## src/rtl/ps2_rx_pkg.sv

```systemverilog
package ps2_rx_pkg;
  localparam int DATA_BITS = 8;
  localparam int IDX_W     = 4;
  localparam int PAR_IDX   = DATA_BITS + 1;
  localparam int STOP_IDX  = DATA_BITS + 2;

  typedef logic [IDX_W-1:0] bit_idx_t;
  typedef logic [DATA_BITS-1:0] byte_t;
endpackage

```

## src/rtl/ps2_line_filter.sv

```systemverilog
module ps2_line_filter #(
  parameter int SYNC_STAGES = 2,
  parameter int FILTER_LEN  = 4
) (
  input  logic clk,
  input  logic rst_n,
  input  logic line_in,
  output logic line_out
);
  localparam int CNT_W = $clog2(FILTER_LEN + 1);

  logic [SYNC_STAGES-1:0] sync_q;
  logic [CNT_W-1:0]       cnt_q, cnt_d;
  logic                   level_q, level_d;
  logic                   synced;

  assign synced = sync_q[SYNC_STAGES-1];

  always_ff @(posedge clk or negedge rst_n) begin
    if (!rst_n) sync_q <= '1;
    else        sync_q <= {sync_q[SYNC_STAGES-2:0], line_in};
  end

  always_comb begin
    level_d = level_q;
    cnt_d   = '0;
    if (synced != level_q) begin
      if (cnt_q == CNT_W'(FILTER_LEN - 1)) begin
        level_d = synced;
      end else begin
        cnt_d = cnt_q + 1'b1;
      end
    end
  end

  always_ff @(posedge clk or negedge rst_n) begin
    if (!rst_n) begin
      level_q <= 1'b1;
      cnt_q   <= '0;
    end else begin
      level_q <= level_d;
      cnt_q   <= cnt_d;
    end
  end

  assign line_out = level_q;

  // a filtered change is followed by at least one steady cycle
  assert_filter_settle_R8: assert property (@(posedge clk) disable iff (!rst_n)
    (level_q != $past(level_q)) |=> $stable(level_q));
endmodule

```

## src/rtl/ps2_idle_watchdog.sv

```systemverilog
module ps2_idle_watchdog #(
  parameter int LIMIT = 5000
) (
  input  logic clk,
  input  logic rst_n,
  input  logic busy,
  input  logic bit_edge,
  output logic expire
);
  localparam int CNT_W = $clog2(LIMIT + 1);

  logic [CNT_W-1:0] cnt_q, cnt_d;
  logic             exp_d, exp_q;

  always_comb begin
    cnt_d = '0;
    exp_d = 1'b0;
    if (busy && !bit_edge) begin
      if (cnt_q == CNT_W'(LIMIT - 1)) begin
        exp_d = 1'b1;
      end else begin
        cnt_d = cnt_q + 1'b1;
      end
    end
  end

  always_ff @(posedge clk or negedge rst_n) begin
    if (!rst_n) begin
      cnt_q <= '0;
      exp_q <= 1'b0;
    end else begin
      cnt_q <= cnt_d;
      exp_q <= exp_d;
    end
  end

  assign expire = exp_q;

  assert_count_bound_R7: assert property (@(posedge clk) disable iff (!rst_n)
    cnt_q < CNT_W'(LIMIT));
  assert_expire_pulse_R7: assert property (@(posedge clk) disable iff (!rst_n)
    expire |=> !expire);
endmodule

```

## src/rtl/ps2_frame_assembler.sv

```systemverilog
module ps2_frame_assembler
  import ps2_rx_pkg::*;
(
  input  logic  clk,
  input  logic  rst_n,
  input  logic  clk_f,
  input  logic  dat_f,
  input  logic  abort,
  output logic  bit_edge,
  output logic  busy,
  output byte_t rx_data,
  output logic  rx_valid,
  output logic  parity_err,
  output logic  frame_err
);
  logic     clk_prev_q;
  bit_idx_t idx_q, idx_d;
  byte_t    shreg_q, shreg_d;
  byte_t    data_q, data_d;
  logic     par_q, par_d;
  logic     valid_q, valid_d;
  logic     perr_q, perr_d;
  logic     ferr_q, ferr_d;

  assign bit_edge = clk_prev_q & ~clk_f;
  assign busy     = (idx_q != '0);

  always_comb begin
    idx_d   = idx_q;
    shreg_d = shreg_q;
    data_d  = data_q;
    par_d   = par_q;
    valid_d = 1'b0;
    perr_d  = 1'b0;
    ferr_d  = 1'b0;
    if (bit_edge) begin
      if (idx_q == '0) begin
        if (!dat_f) begin
          idx_d = bit_idx_t'(1);
          par_d = 1'b0;
        end else begin
          ferr_d = 1'b1;
        end
      end else if (idx_q <= bit_idx_t'(DATA_BITS)) begin
        shreg_d = {dat_f, shreg_q[DATA_BITS-1:1]};
        par_d   = par_q ^ dat_f;
        idx_d   = idx_q + 1'b1;
      end else if (idx_q == bit_idx_t'(PAR_IDX)) begin
        par_d = par_q ^ dat_f;
        idx_d = idx_q + 1'b1;
      end else begin
        idx_d  = '0;
        perr_d = !par_q;
        ferr_d = !dat_f;
        if (par_q && dat_f) begin
          valid_d = 1'b1;
          data_d  = shreg_q;
        end
      end
    end else if (abort) begin
      idx_d = '0;
    end
  end

  always_ff @(posedge clk or negedge rst_n) begin
    if (!rst_n) begin
      clk_prev_q <= 1'b1;
      idx_q      <= '0;
      shreg_q    <= '0;
      data_q     <= '0;
      par_q      <= 1'b0;
      valid_q    <= 1'b0;
      perr_q     <= 1'b0;
      ferr_q     <= 1'b0;
    end else begin
      clk_prev_q <= clk_f;
      idx_q      <= idx_d;
      shreg_q    <= shreg_d;
      data_q     <= data_d;
      par_q      <= par_d;
      valid_q    <= valid_d;
      perr_q     <= perr_d;
      ferr_q     <= ferr_d;
    end
  end

  assign rx_data    = data_q;
  assign rx_valid   = valid_q;
  assign parity_err = perr_q;
  assign frame_err  = ferr_q;

  assert_valid_pulse_R3: assert property (@(posedge clk) disable iff (!rst_n)
    rx_valid |=> !rx_valid);
  assert_err_pulse_R3: assert property (@(posedge clk) disable iff (!rst_n)
    (parity_err || frame_err) |=> !(parity_err || frame_err));
  assert_exclusive_R9: assert property (@(posedge clk) disable iff (!rst_n)
    rx_valid |-> !(parity_err || frame_err));
  assert_data_hold_R9: assert property (@(posedge clk) disable iff (!rst_n)
    !rx_valid |-> $stable(rx_data));
  assert_bad_start_R4: assert property (@(posedge clk) disable iff (!rst_n)
    (bit_edge && !busy && dat_f) |=> (frame_err && !busy));
  assert_abort_idle_R7: assert property (@(posedge clk) disable iff (!rst_n)
    (abort && !bit_edge) |=> !busy);
  assert_index_range_R2: assert property (@(posedge clk) disable iff (!rst_n)
    idx_q <= bit_idx_t'(STOP_IDX));
endmodule

```

## src/rtl/ps2_frame_rx.sv

```systemverilog
module ps2_frame_rx #(
  parameter int CLK_FREQ_HZ     = 50_000_000,
  parameter int IDLE_TIMEOUT_US = 100,
  parameter int SYNC_STAGES     = 2,
  parameter int FILTER_LEN      = 4
) (
  input  logic       clk,
  input  logic       rst_n,
  input  logic       ps2_clk_in,
  input  logic       ps2_dat_in,
  output logic [7:0] rx_data,
  output logic       rx_valid,
  output logic       parity_err,
  output logic       frame_err
);
  localparam int TIMEOUT_CYCLES = (CLK_FREQ_HZ / 1_000_000) * IDLE_TIMEOUT_US;
  localparam int LINES = 2;

  logic [1:0]       rst_sync_q;
  logic             rst_int_n;
  logic [LINES-1:0] raw_lines;
  logic [LINES-1:0] filt_lines;
  logic             bit_edge, busy, expire;

  always_ff @(posedge clk or negedge rst_n) begin
    if (!rst_n) rst_sync_q <= '0;
    else        rst_sync_q <= {rst_sync_q[0], 1'b1};
  end
  assign rst_int_n = rst_sync_q[1];

  assign raw_lines = {ps2_dat_in, ps2_clk_in};

  for (genvar g = 0; g < LINES; g++) begin : g_line
    ps2_line_filter #(
      .SYNC_STAGES(SYNC_STAGES),
      .FILTER_LEN (FILTER_LEN)
    ) u_filt (
      .clk     (clk),
      .rst_n   (rst_int_n),
      .line_in (raw_lines[g]),
      .line_out(filt_lines[g])
    );
  end

  ps2_idle_watchdog #(
    .LIMIT(TIMEOUT_CYCLES)
  ) u_wdog (
    .clk     (clk),
    .rst_n   (rst_int_n),
    .busy    (busy),
    .bit_edge(bit_edge),
    .expire  (expire)
  );

  ps2_frame_assembler u_asm (
    .clk       (clk),
    .rst_n     (rst_int_n),
    .clk_f     (filt_lines[0]),
    .dat_f     (filt_lines[1]),
    .abort     (expire),
    .bit_edge  (bit_edge),
    .busy      (busy),
    .rx_data   (rx_data),
    .rx_valid  (rx_valid),
    .parity_err(parity_err),
    .frame_err (frame_err)
  );

  // outputs quiet while the internal reset is held
  assert_reset_quiet_R1: assert property (@(posedge clk)
    !rst_int_n |-> !(rx_valid || parity_err || frame_err));
endmodule

```

## config.mk

```make
export PLATFORM = sky130hd
export DESIGN_NAME = ps2_frame_rx
export DESIGN_NICKNAME = d
export VERILOG_FILES = /design/src/rtl/ps2_rx_pkg.sv /design/src/rtl/ps2_line_filter.sv /design/src/rtl/ps2_idle_watchdog.sv /design/src/rtl/ps2_frame_assembler.sv /design/src/rtl/ps2_frame_rx.sv
export SDC_FILE = /design/constraint.sdc
export NUM_CORES = 1
export LEC_CHECK = 0
export BUFFER_PORTS_ARGS = -buffer_cell sky130_fd_sc_hd__buf_2
export CORE_ASPECT_RATIO = 1.4
export CORE_MARGIN = 1.5
export CORE_UTILIZATION = 41
export DETAILED_ROUTE_END_ITERATION = 6
export PLACE_DENSITY_LB_ADDON = 0.2
export SLEW_MARGIN = 20
export SYNTH_ARGS = -nofsm -noshare
export SYNTH_HDL_FRONTEND = slang
export SYNTH_SLANG_ARGS = --single-unit
```

## constraint.sdc

```tcl
create_clock -name clk -period 4.3 [get_ports clk]
set_input_delay 1.075 -clock clk [delete_from_list [all_inputs] [get_ports clk]]
set_output_delay 1.075 -clock clk [all_outputs]
set_load 0.01 [all_outputs]
```

**Word-level counts from Yosys, hierarchy flattened**

Cells that the tools add are included.

- Register bits after elaboration: 53
- Input port bits: 4
- Output and inout bits: 11
- Word-level logic and storage cells: 83

- Add/subtract/negate cells: 4
- Order comparisons: 1
- Eq/ne operators: 8
- Multiplexer cells: 32
- Bitwise gates (word level): 6
- Reduce and logical (&&, ||, !) cells: 15

Operator list:

| operator | count |
|---|---|
| $mux W13 | 2 |
| $mux W4 | 6 |
| $mux W1 | 20 |
| $add A13 B1 Y13 const B | 1 |
| $eq A13 B13 Y1 const B | 1 |
| $mux W3 | 4 |
| $add A3 B1 Y3 const B | 2 |
| $eq A3 B2 Y1 const B | 2 |
| $reduce_and A2 Y1 | 3 |
| $reduce_and A3 Y1 | 2 |
| $reduce_and A5 Y1 | 1 |
| $add A4 B1 Y4 const B | 1 |
| $eq A4 B4 Y1 const B | 1 |
| $le A4 B4 Y1 const B | 1 |
| $logic_not A4 Y1 | 1 |
| $not A1 Y1 | 4 |
| $reduce_bool A4 Y1 | 1 |
| $logic_not A1 Y1 | 3 |
| $ne A3 B3 Y1 const B | 1 |
| $reduce_bool A3 Y1 | 1 |
| $logic_and A1 B1 Y1 | 2 |
| $ne A1 B1 Y1 | 2 |
| $ne A2 B2 Y1 const B | 1 |
| $reduce_bool A2 Y1 | 1 |
| other kinds (2) | 2 |

**Logic depth before layout (Yosys ltp)**

Gate-level depths: netlist of the first run.

- Word-level depth: 6
- Depth in mapped cells: 7
- Mapped depth without buffers: 6

**By module**

From an unflattened synthesis of the first run, not the netlist that was laid out.

- Cell total of the unflattened synthesis: 180
- Area total of the unflattened synthesis: 2,259.7 um^2

Modules (own cells, without submodules):

| module | times used | cells an instance | area each (um^2) | seq. area each (um^2) |
|---|---|---|---|---|
| ps2_frame_assembler | 1 | 85 | 1,096.1 | 626.9 |
| ps2_idle_watchdog | 1 | 66 | 669.4 | 350.3 |
| ps2_line_filter | 2 | 13 | 220.2 | 153.9 |
| ps2_frame_rx | 1 | 3 | 53.8 | 50.0 |

**Worst setup path before layout of the first run**

OpenSTA, ideal clock, no wires.

- Kind: flip-flop to flip-flop
- Start point: register u_asm.idx_q[0]
- End point: register u_asm.shreg_q[0]
- Library setup time: 125 ps
- Arrival time: 1,848 ps
- Required time: 4,175 ps
- Setup slack: 2,327 ps
- Cell stages (with the launch flop): 7
- Path buffers: 1
- Clock period less this slack: 1,973 ps
- Cells stage by stage: dfrtp_1 > inv_1 > ha_1 > or3b_2 > clkbuf_1 > nand3_1 > mux2_2

- Word-level cells in the longest chain between the ends: 3
- Elaborated cells between the ends (all ways): 4
- Classes of those cells: 1 x order compare; 1 x bitwise; 2 x reduce/logical

Ends and longest elaborated chain:

| item | line | source |
|---|---|---|
| from (decl) | ps2_frame_assembler.sv:17 | `bit_idx_t idx_q, idx_d;` |
| from (signal assigned) | ps2_frame_assembler.sv:77 | `idx_q <= idx_d;` |
| branches (longest 2 deep; another with $le A4 B4 Y1) | -- |  |
| $reduce_and A3 Y1 (no source line) * | -- |  |
| to (signal assigned) | ps2_frame_assembler.sv:78 | `shreg_q <= shreg_d;` |
| to (decl) | ps2_frame_assembler.sv:18 | `byte_t shreg_q, shreg_d;` |

Mark *: on every way between the ends.
A chain may end at the register's enable or synchronous reset.

**Final worst setup path of the first run**

- Start point: register u_asm.idx_q[0]
- End point: register u_asm.shreg_q[2]

Same word-level chain as after synthesis.

==> run_results.csv, run 1 <==
group,metric,value,unit
sta,final.setup_skew,0.00839,ns
cells_and_area,post_route_cells_drive_above_1_share,24.9,%
pwr,p_seq_share,53.8,%
pwr,leakagePower,1.13,nW
sta,timing.fmax,0.479,GHz
cells_and_area,fin_util,47.1,%
placed_design,io_buffers,14,
pwr,clkPwrFrac,21.0,%
sta,slew_violations,0,
sta,max_slew_margin,54.3,%
route,ant_nets,0,
setup_path,crit_type,"reg2reg",
pwr,vdd_drop_max,0.000228,V
logic_synthesis,synth_top_family_by_area,"simple AND/OR/NAND/NOR gates",
sta,fin_tns_setup,0,ns
logic_synthesis,synth_top_area_cell,"dfrtp_1",
sta,tightest_slew,0.682,ns
logic_synthesis,yosys_register_bits,53,
logic_synthesis,avgSynthCellArea,12.4,um^2
sta,setup_violations,0,
clock_tree,cts.sinks,53,
floorplan,core_area,5160,um^2
logic_synthesis,synth_area_leaders,"dfrtp_1 52%, mux2_2 9.2%, dfstp_2 8.4%",
cells_and_area,design_area,2430,um^2
logic_synthesis,synth_fa_ha_area_share,3.98,%
logic_synthesis,ys_seq_area_share,60.6,%
logic_synthesis,synth_area,2200,um^2
sta,rsz0062_at_grt,"no",
pwr,p_sw,0.415,mW
clock_tree,clk_latency,0.30,ns
logic_synthesis,synth_top_area_share,52.3,%
placed_design,place_inst,255,
sta,hold_viol_final,0,
pwr,powerDensity,527,nW/um^2
floorplan,std_cell_rows,31,
clock_tree,cts_made_buffers,5,
cells_and_area,layout_common_cells,"45 x dfrtp_1, 20 x nor2_1, 18 x mux2_2",
logic_synthesis,synth_fp_nets,188,
route,wl,3470,um
floorplan,die_y,89.7,um
placed_design,placed_area,2340,um^2
setup_path,crit_arrival,2.28,ns
clock_tree,htreeDepth,2,
logic_synthesis,yosysUniqueCellTypes,34,
floorplan,die_w,64.9,um
placed_design,hpwl,2530,um
clock_tree,holdBufCountCts,0,
pwr,combinationalPowerShare,25.3,%
route,drc,0,
setup_path,required,4.49,ns
floorplan,initial_core_util,42.7,%
global_routing,grt_use_met2,25.1,%
logic_synthesis,synth_top_flop_cell,"dfrtp_1",
floorplan,dieArea,5830,um^2
clock_tree,post_cts_buffers,0,
route,first_pass_iters,4,
pwr,fin_total_pwr,1.28,mW
global_routing,gr-usage-met3,3.00,%
global_routing,gr-total-overflow,0,
logic_synthesis,async_flop_share,100,%
sta,fin_crit,2.09,ns
logic_synthesis,synthCells,177,
cells_and_area,fillers,487,
clock_tree,root_buffer,"clkbuf_8",
cells_and_area,syn2layout_area_growth,10.2,%
setup_path,critPathMaxStageDelay,0.52,ns
global_routing,grt_pass1_wl,6290,um
placed_design,pre_cts_slack,2.23,ns
global_routing,grt_max_degree,52,
clock_tree,tritoncts,"yes",
setup_path,cp_slowest_cell,"or3b_2",
logic_synthesis,muxShareOfSynthArea,9.20,%
cells_and_area,antenna-diode-count,0,
route,dr_total_vias,1346,
setup_path,worstPathCellList,"inv_1, ha_1, or3b_2, nand3_1, mux2_2",
route,routed_via_density,5.12,
logic_synthesis,synth_xor_area_share,5.17,%
setup_path,worstSetupEndpointType,"flop",
run,drv_cap,0,
min_path,hold_class,"reg2async",
pwr,swShare,32.5,%
pwr,intPower,0.863,mW
clock_tree,path_clk_slew,0.09,ns
sta,finalCritPeriodShare,48.6,%
route,drt_iter0_markers,69,
cells_and_area,final_net_count,207,
logic_synthesis,synth_edf_count,0,
cells_and_area,finalNonFillerCells,263,
sta,hold_slack,0.356,ns
placed_design,routabilityCongestion,0.724,
global_routing,antenna_found_initial,0,
setup_path,path_max_fanout,8,
global_routing,track_usage,13.7,%
floorplan,ios,15,
global_routing,busiest_layer,"met2",
route,wl_per_cell,13.2,um
clock_tree,clockBufferDepth,2,
logic_synthesis,yosysWarningCount,0,
logic_synthesis,synthSimpleGateAreaFrac,14.5,%
global_routing,first_global_vias,1396,
clock_tree,ctsResizeCount,0,
setup_path,cp-start-kind,"flop",
cells_and_area,final_common_cell,"dfrtp_1",
sta,fin_ws,2.21,ns
logic_synthesis,synth_compound_gate_area_share,3.98,%
global_routing,grt_use_met1,15.2,%
run_status,status,"complete, no violations",
[sequential cells by signal, summed over array words and instances, names as in the netlist]
| name | count |
|---|---|
| u_asm.frame_err | 1 |
| u_asm.rx_valid | 1 |
| u_asm.idx_q | 4 |
| g_line.u_filt.line_out | 2 |
| u_asm.rx_data | 8 |
| rst_sync_q | 2 |
| g_line.u_filt.sync_q | 4 |
| u_wdog.expire | 1 |
| u_asm.parity_err | 1 |
| u_asm.clk_prev_q | 1 |
| g_line.u_filt.cnt_q | 6 |
| u_wdog.cnt_q | 13 |
| u_asm.par_q | 1 |
| u_asm.shreg_q | 8 |
[power by group through the flow]
stage               registers, mW  clock network (mW)  logic (mW)
global route                0.706               0.298       0.369
CTS                         0.690               0.279       0.328
detailed placement          0.700                   0       0.328
global placement            0.690                   0       0.307
floorplan                   0.670                   0       0.281
finish                      0.687               0.268       0.323
[worst max-delay path: cells and delay by family (launching register included)]
| family | cells | cell delay, ns |
|---|---|---|
| muxes | 1 | 0.38 |
| DFF | 1 | 0.44 |
| adders and majority gates | 1 | 0.20 |
| and+or+nand+nor | 2 | 0.85 |
| buffers and inverters | 1 | 0.10 |
[final timing paths]
path / start / to / slack, ns / cells after the start
max: u_asm.idx_q[0] / u_asm.shreg_q[2] / 2.21 / 5
min: rst_sync_q[1] / u_wdog.cnt_q[0] / 0.36 / 0
max reg2reg: u_asm.idx_q[0] / u_asm.shreg_q[2] / 2.21 / 5
min reg2reg: rst_sync_q[1] / u_wdog.cnt_q[0] / 0.36 / 0
max in group asynchronous: rst_sync_q[1] / u_asm.frame_err / 3.52 / 0
min in group clk: rst_sync_q[0] / rst_sync_q[1] / 0.36 / 0
[synthesized netlist by cell type (all sizes together), types with 2 or more instances]
cell    instances
nor3            7
mux2           18
dfrtp          46
ha              7
nand3          10
inv            10
nand4           3
nor2b           2
nand2           4
o21bai          2
nand2b          2
xor2            2
a22o            2
xnor2          11
nor2           20
dfstp           7
nor3b           5
o21ai           4
[metal layers]
| layer | up-vias | wire length, um | share of wire (%) |
|---|---|---|---|
| li1 | 638 | - | - |
| met1 | 681 | 1410 | 41 |
| met2 | 22 | 1910 | 55 |
| met3 | 5 | 92 | 2.7 |
| met4 | 0 | 59 | 1.7 |
| met5 | - | 0 | 0 |
[cells by family after synthesis]
group | count (synthesis)
xor+xnor | 13
simple gates | 60
fa+ha+maj | 7
compound gates | 13
buf+inv | 12
other cells | 1
flops | 53
mux | 18
[area by class of cell]
type	count	area, um^2	area share, %
well taps	66	82.6	3.40
multi-input cells	112	815	33.6
inverters	10	37.5	1.55
clock buffers	7	76.3	3.14
flip-flops and latches	53	1340	55.2
clock inverters	1	7.51	0.309
repair buffers	14	70.1	2.89
Note: power is estimated with default switching activity, not from simulation.
==> run 2: changes to the inputs <==
- ABC_AREA: default -> 1
- clock period: 4.3 -> 1.9 ns (I/O delays scaled with it)
==> run 2 against run 1 <==
Net effect:
- cell count grew 30%
- sequential share of layout area down 5.4 points
- clock skew shrank 0.0036 ns
- non-clock buffer count is 2 higher
- via count increased by 20%
- total power increased to 2.6 times the previous value
- global-route usage increased by 0.71 points
- die area is 9.9% higher
- first-iteration DRC count increased by 36%
- flip-flop and latch count is the same
- critical endpoint is now u_asm.rx_data[2]
- largest power group unchanged
==> run_results.csv, run 2 <==
group,metric,value,unit
run_status,status,"complete, no violations",
route,drc,0,
clock_tree,tritoncts,"yes",
logic_synthesis,synthSimpleGateAreaFrac,24.1,%
setup_path,cp_slowest_cell,"dfrtp_1",
clock_tree,clockBufferDepth,2,
setup_path,reg2reg_depth,6,
setup_path,reg2reg_from,"u_asm.idx_q[0]",
sta,max_slew_margin,58.2,%
clock_tree,ctsResizeCount,0,
route,ant_nets,0,
cells_and_area,fin_util,46.4,%
logic_synthesis,muxShareOfSynthArea,0.464,%
placed_design,hpwl,2840,um
pwr,leakagePower,1.29,nW
min_path,holdPathEnd,"g_line[0].u_filt.sync_q[0]",
pwr,powerDensity,1250,nW/um^2
cells_and_area,largest_register,"u_wdog.cnt_q",
floorplan,core_area,5780,um^2
logic_synthesis,synth_xor_area_share,2.89,%
logic_synthesis,synth_area_leaders,"dfrtp_1 47%, nand2_1 8.2%, dfstp_2 7.6%",
global_routing,grt_max_degree,52,
pwr,vdd_drop_max,0.000521,V
floorplan,ios,15,
logic_synthesis,synth_top_area_cell,"dfrtp_1",
placed_design,routabilityCongestion,0.838,
logic_synthesis,avgSynthCellArea,9.68,um^2
cells_and_area,post_route_cells_drive_above_1_share,22.7,%
sta,fin_crit,1.59,ns
logic_synthesis,synth_top_area_share,47.4,%
setup_path,path_max_fanout,16,
clock_tree,htreeDepth,2,
min_path,hold_depth,1,
logic_synthesis,ys_seq_area_share,55.0,%
setup_path,worstPathCellList,"inv_1, ha_1, a21oi_4, nand4_4, nand2_1, o21ai_2",
sta,finalCritPeriodShare,83.5,%
logic_synthesis,synth_most_common_cell,"nand2_1",
logic_synthesis,synth_compound_gate_area_share,7.52,%
min_path,hold_class,"in2reg",
setup_path,rrSetupSlack,0.31,ns
logic_synthesis,ys_top_cells_by_count,"53 x nand2_1, 46 x dfrtp_1, 29 x inv_1",
route,wl_per_cell,11.6,um
floorplan,dieArea,6400,um^2
floorplan,std_cell_rows,33,
setup_path,cp-start-kind,"flop",
cells_and_area,largest_register_ff_count,13,
setup_path,worstSetupEndpointType,"flop",
sta,tightest_slew,0.627,ns
sta,setup_violations,0,
cells_and_area,fillers,566,
sta,final.setup_skew,0.00479,ns
route,dr_total_vias,1609,
setup_path,crit_arrival,1.78,ns
sta,timing.fmax,0.630,GHz
cells_and_area,layout_common_cells,"53 x nand2_1, 45 x dfrtp_1, 29 x inv_1",
route,routed_via_density,4.69,
floorplan,die_w,68.0,um
setup_path,required,2.09,ns
logic_synthesis,synthCells,251,
cells_and_area,syn2layout_area_growth,10.5,%
cells_and_area,final_net_count,283,
sta,hold_viol_final,0,
min_path,hp-start,"ps2_clk_in",
setup_path,critPathMaxStageDelay,0.41,ns
route,first_pass_iters,4,
clock_tree,root_buffer,"clkbuf_8",
route,drt_iter0_markers,94,
cells_and_area,design_area,2680,um^2
logic_synthesis,yosys_register_bits,53,
placed_design,place_inst,334,
setup_path,critPathTopFamily,"simple AND/OR/NAND/NOR gates",
floorplan,die_y,94.1,um
logic_synthesis,synth_fa_ha_area_share,3.61,%
placed_design,io_buffers,14,
global_routing,gr-total-overflow,0,
sta,fin_tns_setup,0,ns
global_routing,first_global_vias,1580,
cells_and_area,finalNonFillerCells,343,
clock_tree,path_clk_slew,0.09,ns
cells_and_area,antenna-diode-count,0,
floorplan,initial_core_util,42.0,%
setup_path,crit_type,"reg2reg",
run,drv_cap,0,
clock_tree,cts.sinks,53,
clock_tree,clk_latency,0.30,ns
placed_design,placed_area,2570,um^2
logic_synthesis,synth_fp_nets,262,
global_routing,antenna_found_initial,0,
logic_synthesis,yosysUniqueCellTypes,29,
global_routing,track_usage,14.4,%
setup_path,rr_endpoint,"u_asm.rx_data[2]",
pwr,fin_total_pwr,3.36,mW
logic_synthesis,synth_top_family_by_area,"simple AND/OR/NAND/NOR gates",
logic_synthesis,synth_area,2430,um^2
global_routing,grt_pass1_wl,6830,um
sta,rsz0062_at_grt,"no",
sta,slew_violations,0,
setup_path,path_buf_inv,1,
logic_synthesis,yosysWarningCount,0,
clock_tree,cts_made_buffers,5,
cells_and_area,final_common_cell,"nand2_1",
route,wl,3970,um
logic_synthesis,async_flop_share,100,%
logic_synthesis,synth_top_flop_cell,"dfrtp_1",
logic_synthesis,synth_edf_count,0,
run 2: cell count changes after synthesis, sizes merged, moves of 4 or more:
| cell | change |
|---|---|
| nor3 | -4 |
| nand4 | +4 |
| mux2 | -17 |
| nand3 | +10 |
| nor2 | +12 |
| inv | +24 |
| a21oi | +5 |
| xnor2 | -8 |
| nand2 | +52 |
| o21ai | +13 |
run 2: what timing repair did:
item | in CTS | in global routing
buffers inserted | 0 | 0
hold endpoints to repair | 2 | 0
hold buffers | 1 | 0
run 2: kinds of logic after synthesis:
group / count (synthesis)
AND/OR/NAND/NOR: 122
flip-flops: 53
buffers and inverters: 36
AO/OA/AOI/OAI: 23
XOR/XNOR: 8
adder cells (fa/ha/maj): 7
other: 1
multiplexers: 1
run 2: stage by stage:
step | setup WS (ns) | hold slack, ns
3_5_place_dp | 0.301 | 0.263
3_3_place_gp | 0.353 | 0.260
4_1_cts | 0.288 | 0.246
5_1_grt | 0.174 | 0.237
2_1_floorplan | 0.328 | 0.179
6_report | 0.313 | 0.262
run 2: area by class of cell:
| class | count | area, um^2 | share of cell area (%) |
|---|---|---|---|
| timing repair buffer | 16 | 87.6 | 3.26 |
| sequential | 53 | 1340 | 49.8 |
| tap | 70 | 87.6 | 3.26 |
| inverter | 34 | 130 | 4.85 |
| clock inverter | 1 | 5.00 | 0.186 |
| multi-input combinational | 162 | 941 | 35.1 |
| clock buffer | 7 | 96.3 | 3.59 |
run 2: worst max path at each step:
stage | from | end | slack, ns | depth (start not counted)
final | u_asm.idx_q[0] | u_asm.rx_data[2] | 0.31 | 6
after global routing | u_asm.idx_q[0] | u_asm.rx_data[1] | 0.17 | 6
after CTS | u_asm.idx_q[0] | u_asm.rx_data[7] | 0.29 | 6
after detailed placement | u_asm.idx_q[0] | u_asm.rx_data[7] | 0.30 | 6
after global placement | u_asm.idx_q[0] | u_asm.rx_data[4] | 0.35 | 6
after floorplan | rst_sync_q[1] | g_line[0].u_filt.cnt_q[0] | 0.33 | 0
run 2: report_power, final:
| group | leakage (nW) | total, mW | switching (mW) | internal [mW] |
|---|---|---|---|---|
| combinational | 0.546 | 1.12 | 0.728 | 0.396 |
| sequential | 0.691 | 1.55 | 0.165 | 1.39 |
| clock | 0.0542 | 0.681 | 0.351 | 0.330 |
run 2: metal layers:
metal  up-vias  GRT usage (%)  part of all wire, %
li1        844              -                    -
met1       735           16.5                   46
met2        21           24.1                   49
met3         9           3.60                  2.5
met4         0           7.50                  2.9
met5         -              0                    0
run 2: worst register-to-register path: cells and delay by family, from the launching register on:
kind | cells | cell delay [ns]
buf+inv | 1 | 0.08
flops | 1 | 0.41
simple gates | 2 | 0.43
compound gates | 2 | 0.30
fa+ha+maj | 1 | 0.27
